`src/rtl/pvic_pkg.sv`:
```
package pvic_pkg;
  localparam int unsigned VEC_W     = 8;
  localparam int unsigned CLS_W     = 4;
  localparam int unsigned SPUR_IN_W = 13;
  localparam int unsigned EN_BIT    = 8;
  localparam int unsigned SUPP_BIT  = 12;

  typedef logic [VEC_W-1:0] vec_t;
  typedef logic [CLS_W-1:0] cls_t;

  typedef enum logic [1:0] {
    ACK_NONE = 2'd0,
    ACK_VEC  = 2'd1,
    ACK_SPUR = 2'd2
  } ack_kind_e;

  function automatic cls_t class_of(vec_t v);
    return v[VEC_W-1 -: CLS_W];
  endfunction

  // Processor priority from task priority and top in-service vector.
  function automatic vec_t proc_prio_f(vec_t tpr, logic isr_any, vec_t isr_top);
    cls_t ic;
    ic = isr_any ? class_of(isr_top) : '0;
    if (class_of(tpr) >= ic) return tpr;
    return {ic, {(VEC_W-CLS_W){1'b0}}};
  endfunction

  // A request passes the gate when priority is zero or its class is above.
  function automatic logic deliverable_f(vec_t req, vec_t ppr);
    return (ppr == '0) || (class_of(req) > class_of(ppr));
  endfunction
endpackage

```
`src/rtl/pvic_top_find.sv`:
```
module pvic_top_find #(
  parameter int unsigned N      = 256,
  parameter int unsigned WORD_W = 32
) (
  input  logic [N-1:0]         bits,
  output logic                 found,
  output logic [$clog2(N)-1:0] idx
);
  localparam int unsigned IDX_W     = $clog2(N);
  localparam int unsigned BIT_W     = $clog2(WORD_W);
  localparam int unsigned NUM_WORDS = N / WORD_W;

  function automatic logic [BIT_W-1:0] hi_in_word(logic [WORD_W-1:0] w);
    logic [BIT_W-1:0] r;
    r = '0;
    for (int unsigned j = 0; j < WORD_W; j++) begin
      if (w[j]) r = BIT_W'(j);
    end
    return r;
  endfunction

  logic [NUM_WORDS-1:0] word_any;
  logic [BIT_W-1:0]     word_hi [NUM_WORDS];

  for (genvar g = 0; g < NUM_WORDS; g++) begin : g_word
    assign word_any[g] = |bits[g*WORD_W +: WORD_W];
    assign word_hi[g]  = hi_in_word(bits[g*WORD_W +: WORD_W]);
  end

  // Later (higher) words override earlier ones: top word wins.
  always_comb begin
    found = 1'b0;
    idx   = '0;
    for (int unsigned w = 0; w < NUM_WORDS; w++) begin
      if (word_any[w]) begin
        found = 1'b1;
        idx   = (IDX_W'(w) << BIT_W) | IDX_W'(word_hi[w]);
      end
    end
  end
endmodule

```
`src/rtl/pvic_bitset.sv`:
```
module pvic_bitset #(
  parameter int unsigned N = 256
) (
  input  logic                 clk,
  input  logic                 rst_n,
  input  logic                 wr_en,
  input  logic [$clog2(N)-1:0] wr_idx,
  input  logic                 wr_val,
  input  logic                 clr_en,
  input  logic [$clog2(N)-1:0] clr_idx,
  output logic [N-1:0]         bits
);
  localparam int unsigned IDX_W = $clog2(N);

  logic [N-1:0] wr_hit, clr_hit;

  for (genvar b = 0; b < N; b++) begin : g_dec
    assign wr_hit[b]  = wr_en  && (wr_idx  == IDX_W'(b));
    assign clr_hit[b] = clr_en && (clr_idx == IDX_W'(b));
  end

  // A write takes precedence over a clear of the same bit.
  always_ff @(posedge clk or negedge rst_n) begin
    if (!rst_n) begin
      bits <= '0;
    end else begin
      for (int unsigned b = 0; b < N; b++) begin
        if (wr_hit[b])       bits[b] <= wr_val;
        else if (clr_hit[b]) bits[b] <= 1'b0;
      end
    end
  end
endmodule

```
`src/rtl/pvic_ctrl.sv`:
```
module pvic_ctrl
  import pvic_pkg::*;
#(
  parameter int unsigned WORD_W = 32
) (
  input  logic                 clk,
  input  logic                 rst_n,
  input  logic                 req_valid,
  input  logic [7:0]           req_vec,
  input  logic                 req_level,
  input  logic                 ack_strobe,
  input  logic                 eoi_strobe,
  input  logic                 tpr_wr,
  input  logic [7:0]           tpr_wdata,
  input  logic                 tpr_cls_wr,
  input  logic [3:0]           tpr_cls,
  input  logic                 spur_wr,
  input  logic [12:0]          spur_wdata,
  output logic                 irq_pending,
  output logic [1:0]           ack_kind,
  output logic [7:0]           ack_vector,
  output logic [7:0]           proc_prio,
  output logic                 eoi_bcast,
  output logic [7:0]           eoi_bcast_vec
);
  localparam int unsigned NUM_VEC = 1 << VEC_W;

  logic [NUM_VEC-1:0] irr_q, isr_q, tmr_q;
  vec_t tpr_q, spur_vec_q;
  logic sw_enable, eoi_supp_q;

  logic req_any, isr_any;
  vec_t req_top_vec, isr_top_vec;
  vec_t ppr;
  logic top_deliverable, ack_take, ack_spur, eoi_take;
  ack_kind_e kind;

  pvic_top_find #(.N(NUM_VEC), .WORD_W(WORD_W)) u_find_req (
    .bits(irr_q), .found(req_any), .idx(req_top_vec));

  pvic_top_find #(.N(NUM_VEC), .WORD_W(WORD_W)) u_find_isr (
    .bits(isr_q), .found(isr_any), .idx(isr_top_vec));

  assign ppr             = proc_prio_f(tpr_q, isr_any, isr_top_vec);
  assign top_deliverable = req_any && deliverable_f(req_top_vec, ppr);
  assign ack_take        = ack_strobe && sw_enable && top_deliverable;
  assign ack_spur        = ack_strobe && sw_enable && req_any && !top_deliverable;
  assign eoi_take        = eoi_strobe && isr_any;

  always_comb begin
    if (ack_take)      kind = ACK_VEC;
    else if (ack_spur) kind = ACK_SPUR;
    else               kind = ACK_NONE;
  end

  assign irq_pending   = sw_enable && top_deliverable;
  assign ack_kind      = kind;
  assign ack_vector    = ack_take ? req_top_vec : (ack_spur ? spur_vec_q : '0);
  assign proc_prio     = ppr;
  assign eoi_bcast     = eoi_take && tmr_q[isr_top_vec] && !eoi_supp_q;
  assign eoi_bcast_vec = eoi_bcast ? isr_top_vec : '0;

  pvic_bitset #(.N(NUM_VEC)) u_irr (
    .clk(clk), .rst_n(rst_n),
    .wr_en(req_valid), .wr_idx(req_vec), .wr_val(1'b1),
    .clr_en(ack_take), .clr_idx(req_top_vec),
    .bits(irr_q));

  pvic_bitset #(.N(NUM_VEC)) u_isr (
    .clk(clk), .rst_n(rst_n),
    .wr_en(ack_take), .wr_idx(req_top_vec), .wr_val(1'b1),
    .clr_en(eoi_take), .clr_idx(isr_top_vec),
    .bits(isr_q));

  pvic_bitset #(.N(NUM_VEC)) u_tmr (
    .clk(clk), .rst_n(rst_n),
    .wr_en(req_valid), .wr_idx(req_vec), .wr_val(req_level),
    .clr_en(1'b0), .clr_idx('0),
    .bits(tmr_q));

  always_ff @(posedge clk or negedge rst_n) begin
    if (!rst_n) begin
      tpr_q <= '0;
    end else if (tpr_wr) begin
      tpr_q <= tpr_wdata;
    end else if (tpr_cls_wr) begin
      tpr_q <= {tpr_cls, {(VEC_W-CLS_W){1'b0}}};
    end
  end

  always_ff @(posedge clk or negedge rst_n) begin
    if (!rst_n) begin
      spur_vec_q <= '1;
      sw_enable  <= 1'b0;
      eoi_supp_q <= 1'b0;
    end else if (spur_wr) begin
      spur_vec_q <= spur_wdata[VEC_W-1:0];
      sw_enable  <= spur_wdata[EN_BIT];
      eoi_supp_q <= spur_wdata[SUPP_BIT];
    end
  end
endmodule

```
`config.mk`:
```
export PLATFORM = sky130hd
export DESIGN_NAME = pvic_ctrl
export DESIGN_NICKNAME = d
export VERILOG_FILES = /design/src/rtl/pvic_pkg.sv /design/src/rtl/pvic_top_find.sv /design/src/rtl/pvic_bitset.sv /design/src/rtl/pvic_ctrl.sv
export SDC_FILE = /design/constraint.sdc
export NUM_CORES = 2
export LEC_CHECK = 0
export CAP_MARGIN = 25
export CORE_ASPECT_RATIO = 0.8
export CORE_UTILIZATION = 57
export CTS_CLUSTER_SIZE = 25
export DETAILED_ROUTE_END_ITERATION = 16
export PLACE_DENSITY = 0.78
export SLEW_MARGIN = 20
export SYNTH_ARGS = -nofsm -noshare
export SYNTH_HDL_FRONTEND = slang
export SYNTH_SLANG_ARGS = --single-unit
```
`constraint.sdc`:
```
create_clock -name clk -period 7.05 [get_ports clk]
set_clock_uncertainty 0.1 [all_clocks]
set_input_delay 1.41 -clock clk [delete_from_list [all_inputs] [get_ports clk]]
set_output_delay 1.41 -clock clk [all_outputs]
set_load 0.005 [all_outputs]
```
== Yosys cells after proc, flatten, opt, wreduce, memory -nomap -nowiden ==
Index checks and enable logic that the tools add are counted.
Storage, ports and cells
  word-level logic and storage cells: 4418
  flip-flop bits (word level): 786
  output and inout bits: 28
Cells by class
  multiplexer cells: 1565
  equal/unequal tests: 765
  order comparisons: 3
  reduce and logical (&&, ||, !) cells: 1313
Operator list (count)
  $eq A8 B8 Y1 const B: 384
  $eq A8 B7 Y1 const B: 192
  $mux W5: 286
  $mux W1: 1058
  $reduce_bool A2 Y1: 513
  $logic_and A1 B1 Y1: 777
  $eq A8 B6 Y1 const B: 96
  $reduce_or A32 Y1: 16
  $mux W4: 113
  $eq A8 B5 Y1 const B: 48
  $eq A8 B4 Y1 const B: 24
  $mux W3: 56
  $mux W8: 15
  $eq A8 B3 Y1 const B: 12
  $mux W2: 30
  $eq A8 B2 Y1 const B: 6
  $logic_not A8 Y1: 4
  $mux W7: 4
  $eq A8 B1 Y1 const B: 3
  $mux W6: 2
  $lt A8 B9 Y1 const B: 1
  $bmux W1 S8: 1
  $ge A4 B4 Y1: 1
  $gt A4 B4 Y1: 1
  other kinds (2): 3

== Longest topological paths before layout ==
  depth after elaboration: 50
  mapped depth: 33

== Cells and area by module ==
A second synthesis with hierarchy kept.
Unflattened totals
  cells, all modules: 5235
  area, all modules: 52566.7 sq um
By module, submodules not included
  pvic_bitset: cells each 1276, instances 3, area an instance 14227.4 sq um, sequential area each 6406.1 sq um
  pvic_top_find: cells each 540, instances 2, area an instance 3101.7 sq um, sequential area each 0.0 sq um
  pvic_ctrl: cells each 327, instances 1, area an instance 3681.0 sq um, sequential area each 460.4 sq um

== Least setup slack after synthesis ==
OpenSTA, ideal clock, no wires.
  path type: reg2out
  start: register u_isr.bits[221]
  end: output ack_vector[4]
  path slack: 0.254 ns
  stages on the path, launching flop included: 27
  buffers on the path: 2
  data arrival time: 5.286 ns
  path through: dfrtp_1 or4_1 or2_1 or3_1 a2111oi_2 a2111oi_0 nor2_2 inv_1 ha_1 nand2b_1 a21o_1 a21o_1 a21oi_1 clkbuf_1 a21o_1 ha_1 nor2b_1 o21ai_0 nand2b_1 a21oi_1 a41o_1 o21ai_0 a31oi_1 clkbuf_1 nor2_1 a21oi_1 nor2_1
Between the ends
  word-level cells in the longest chain between the ends: 16
RTL lines
  from (decl): line pvic_bitset.sv:11  | output logic [N-1:0] bits
  from (signal, indexed assignment): line pvic_bitset.sv:28  | if (wr_hit[b]) bits[b] <= wr_val;
  $mux W5 (3 in a row): line pvic_top_find.sv:17  | if (w[j]) r = BIT_W'(j);
  $mux W8 (2 in a row): line pvic_top_find.sv:35  | if (word_any[w]) begin
  $mux W4 *: line pvic_pkg.sv:24  | ic = isr_any ? class_of(isr_top) : '0;
  $ge A4 B4 Y1: line pvic_pkg.sv:25  | if (class_of(tpr) >= ic) return tpr;
  $mux W1: line pvic_pkg.sv:25
  $mux W8 *: line pvic_pkg.sv:26  | return {ic, {(VEC_W-CLS_W){1'b0}}};
  $gt A4 B4 Y1 or $logic_not A8 Y1 (tied branches): line pvic_pkg.sv:31  | return (ppr == '0) || (class_of(req) > class_of(ppr));
  $logic_or A1 B1 Y1 *: line pvic_pkg.sv:31
  $logic_and A1 B1 Y1 *: line pvic_ctrl.sv:45  | assign top_deliverable = req_any && deliverable_f(req_top_vec, ppr);
  $logic_not A1 Y1: line pvic_ctrl.sv:47  | assign ack_spur = ack_strobe && sw_enable && req_any && !top_deliverable;
  $logic_and A1 B1 Y1: line pvic_ctrl.sv:47
  $mux W8: line pvic_ctrl.sv:58  | assign ack_vector = ack_take ? req_top_vec : (ack_spur ? spur_vec_q : '0);
  $mux W8 *: line pvic_ctrl.sv:58
  to (decl): line pvic_ctrl.sv:21  | output logic [7:0] ack_vector,
Every way passes the cells marked *; elsewhere a longest branch is shown, timed or not.

== Worst setup path in the final report ==
  start: register u_isr.bits[223]
  end: output ack_vector[0]
Between the ends
  word-level cells in the longest chain between the ends: 14
RTL lines (line)
  $reduce_or A32 Y1 or $mux W5 (tied branches): pvic_top_find.sv:26, pvic_top_find.sv:17
  $mux W8 or $mux W1 (tied branches) (2 in a row): pvic_top_find.sv:35
  $mux W4 *: pvic_pkg.sv:24
  $ge A4 B4 Y1: pvic_pkg.sv:25
  $mux W1: pvic_pkg.sv:25
  $mux W8 *: pvic_pkg.sv:26
  $gt A4 B4 Y1 or $logic_not A8 Y1 (tied branches): pvic_pkg.sv:31
  $logic_or A1 B1 Y1 *: pvic_pkg.sv:31
  $logic_and A1 B1 Y1 *: pvic_ctrl.sv:45
  $logic_not A1 Y1: pvic_ctrl.sv:47
  $logic_and A1 B1 Y1: pvic_ctrl.sv:47
  $mux W8: pvic_ctrl.sv:58
  $mux W8 *: pvic_ctrl.sv:58
Marked as above.

==> flow_metrics.env <==
export IMPL_switching_share_pct=52.44
export IMPL_pwr_share_comb_pct=66.0
export IMPL_hold_viol=0
export IMPL_violations="negative setup slack"
export IMPL_critical_path_class="reg -> out"
export IMPL_power_share_sequential_pct=18.2
export IMPL_cts_root_buf="clkbuf_16"
export IMPL_drc=0
export IMPL_io_buffers=66
export IMPL_vias_per_cell=7.024
export IMPL_place_gp_congestion=1.084
export IMPL_synthArstFlopShare_pct=100.0
export IMPL_numCtsBuffers=81
export IMPL_path_clk_slew_ps=60
export IMPL_grt_overflow=0
export IMPL_hpwl_mm=120.8
export IMPL_syn_inst=4502
export IMPL_critPathRequiredTime_ps=5540
export IMPL_synth_edff_count=0
export IMPL_startpoint="u_isr.bits[223]$_DFFE_PN0P_"
export IMPL_die_h_um=240.9
export IMPL_core_area_um2=70540
export IMPL_slew_headroom_pct=17.18
export IMPL_wl_mm=176.7
export IMPL_finalSetupViolCount=20
export IMPL_ys_seq_elements=786
export IMPL_grt_setup_unrepaired="yes"
export IMPL_clk_latency_ps=680
export IMPL_hp_start="u_tmr.bits[142]$_DFFE_PN0P_"
export IMPL_slew_viol_final=0
export IMPL_crit_slowest_cell="or4_4"
export IMPL_placed_area_um2=46430
export IMPL_drtAntennaViolNets=0
export IMPL_first_global_vias=39380
export IMPL_netlist_top_cells_area="dfrtp_1, o21ai_0, mux2_2"
export IMPL_rows=87
export IMPL_cp_arrival_ps=6060
export IMPL_grt_max_degree=167
export IMPL_p_int_mw=13.53
export IMPL_p_sw_mw=14.93
export IMPL_worst_pin_slew_ps=1239
export IMPL_crit_path_max_incr_delay_ps=550
export IMPL_regArea_um2=19680
export IMPL_cts_hold_buf=0
export IMPL_synth_most_common_cell="o21ai_0"
export IMPL_io_pins=70
export IMPL_ir_worst_vdd_mv=0.7703
export IMPL_dp_cells=5830
export IMPL_drive_gt1_share_pct=22.43
export IMPL_cp_end_kind="primary output"
export IMPL_final_cell_area_um2=49800
export IMPL_h_tree_depth=3
export IMPL_synth_area_per_cell_um2=9.035
export IMPL_grt_use_total_pct=48.68
export IMPL_fmax_ghz=0.1322
export IMPL_synth_top_area_share_pct=47.86
export IMPL_ys_types=96
export IMPL_firstDrtPassIters=7
export IMPL_drtIter0Drc=6468
export IMPL_fin_nets=5055
export IMPL_cts_tree="yes"
export IMPL_powerDensity_nw_per_um2=571.5
export IMPL_hold_path_class="reg -> reg"
export IMPL_yosysWarningCount=0
export IMPL_start_util_pct=57.66
export IMPL_multiInputGateArea_um2=20100
export IMPL_cts_sinks=786
export IMPL_synth_net_count=4552
export IMPL_via_count=42260
export IMPL_maxCapViolations=0
export IMPL_cp_start_kind="register"
export IMPL_cpMostUsedCell="a21o_1"
export IMPL_clk_path_buf_depth=3
export IMPL_min_period_over_period_pct=107.3
export IMPL_p_clk_share_pct=15.8
export IMPL_dieArea_um2=72440
export IMPL_fin_crit_ps=7566
export IMPL_seq_area_frac_synth_pct=48.38
export IMPL_instances_no_fill=6016
export IMPL_r2r_start="u_isr.bits[223]$_DFFE_PN0P_"
export IMPL_fillers=5351
export IMPL_path_max_fanout=7
export IMPL_synth_top_area_cell="dfrtp_1"
export IMPL_syn_area_um2=40680
export IMPL_synth_common_cells="o21ai_0, dfrtp_1, nand2_1"
export IMPL_fp_dieW_um=300.7
export IMPL_grt_pass1_wl_mm=257.2
export IMPL_p_leak_nw=23.10
export IMPL_areaGrowthSynthToFinish_pct=22.44
export IMPL_antenna_found_initial=11
export IMPL_yosys_most_used_dff="dfrtp_1"
export IMPL_layout_setup_ws_ps=-516.4
export IMPL_outcome="finished with violations"
export IMPL_r2r_setup_slack_ps=330
export IMPL_wl_per_cell_um=29.38
==> worst max-delay path, delay by kind of cell, from the launching register on <==
kind,cells,cell delay (ps)
buf+inv,7,1170
flops,1,380
simple gates,7,1710
compound gates,12,1690
fa+ha+maj,2,450
==> layer usage <==
metal	GRT usage (%)	routed length (um)
met5	1.389	269
met4	28.60	12870
met3	22.38	31270
met2	64.94	68240
met1	64.38	64080
==> sequential cells by signal, indices dropped and copies added, names as in the netlist <==
name and cells:
eoi_supp_q 1, spur_vec_q 8, u_isr.bits 256, sw_enable 1
u_irr.bits 256, u_tmr.bits 256, tpr_q 8
==> final cells by class <==
cell class | instances | share of cell area [%]
inverters | 111 | 0.8492
repair buffers | 669 | 11.37
clock inverters | 26 | 0.7688
clock buffers | 117 | 4.703
flip-flops and latches | 786 | 39.51
well taps | 934 | 2.347
diodes | 17 | 0.08542
multi-input cells | 3356 | 40.36
==> what timing repair did <==
action,CTS,global route
resized for setup,112,24
gates cloned,1,0
endpoints found under the setup margin,155,21
pin swaps,27,13
setup buffers,19,7
==> power groups by stage <==
stage	logic, mW	registers (mW)	clock network (mW)
6_report	18.8	5.19	4.49
5_1_grt	18.7	5.23	4.64
4_1_cts	16.9	5.17	4.46
3_5_place_dp	15.9	5.24	0
3_3_place_gp	15.8	5.23	0
2_1_floorplan	7.40	5.18	0
==> path summary, 6_finish.rpt <==
check                                               to  cells after the start
min reg2reg                u_tmr.bits[142]$_DFFE_PN0P_                      1
min in group asynchronous  u_isr.bits[132]$_DFFE_PN0P_                      1
min                        u_tmr.bits[142]$_DFFE_PN0P_                      1
max reg2reg                 u_irr.bits[40]$_DFFE_PN0P_                     32
max                                      ack_vector[0]                     28
max in group asynchronous   u_tmr.bits[11]$_DFFE_PN0P_                      2
==> layout by cell type (no fill, tap or decap), types with 15 or more instances in the layout <==
cell type        count
o21bai_1            24
a211oi_1            28
nor3_1             100
a21oi_1            211
buf_4              554
mux2i_1             49
a31oi_1             94
nand2_1            630
clkdlybuf4s50_1     45
o31ai_1             74
clkbuf_16           81
nor2_1             286
nand4_1             38
dfrtp_1            778
nor4_1             124
or2_2               15
clkbuf_1            18
a21o_1              31
inv_1              107
or4_1               32
nor2b_1             33
nor3_2              18
nand3_1            152
o21ai_0            790
clkbuf_8            18
a22o_1              16
o211ai_1            17
diode_2             17
nor4_2              18
mux2_2             218
buf_12              35
nand2b_1            46
==> stage by stage <==
stage	utilization [%]	total power [mW]	hold slack [ps]	TNS (ps)	worst slack, ps
after floorplan	-	12.58	355.6	0	254.0
after global placement	65.77	21.06	381.2	-5683	-606.4
after detailed placement	65.83	21.18	390.0	-10940	-720.2
after CTS	70.29	26.57	403.5	-4189	-470.3
after global routing	70.55	28.53	410.2	-8718	-746.3
final	70.60	28.46	403.4	-6131	-516.4
==> kinds of logic after synthesis <==
group / after synthesis / share of synthesized area (%)
simple gates: 1613 / 18.95
compound gates: 1459 / 21.06
flops: 786 / 48.38
buf+inv: 360 / 3.651
mux: 276 / 7.709
fa+ha+maj: 8 / 0.2461
No activity file was read; power rests on OpenSTA's default activity.
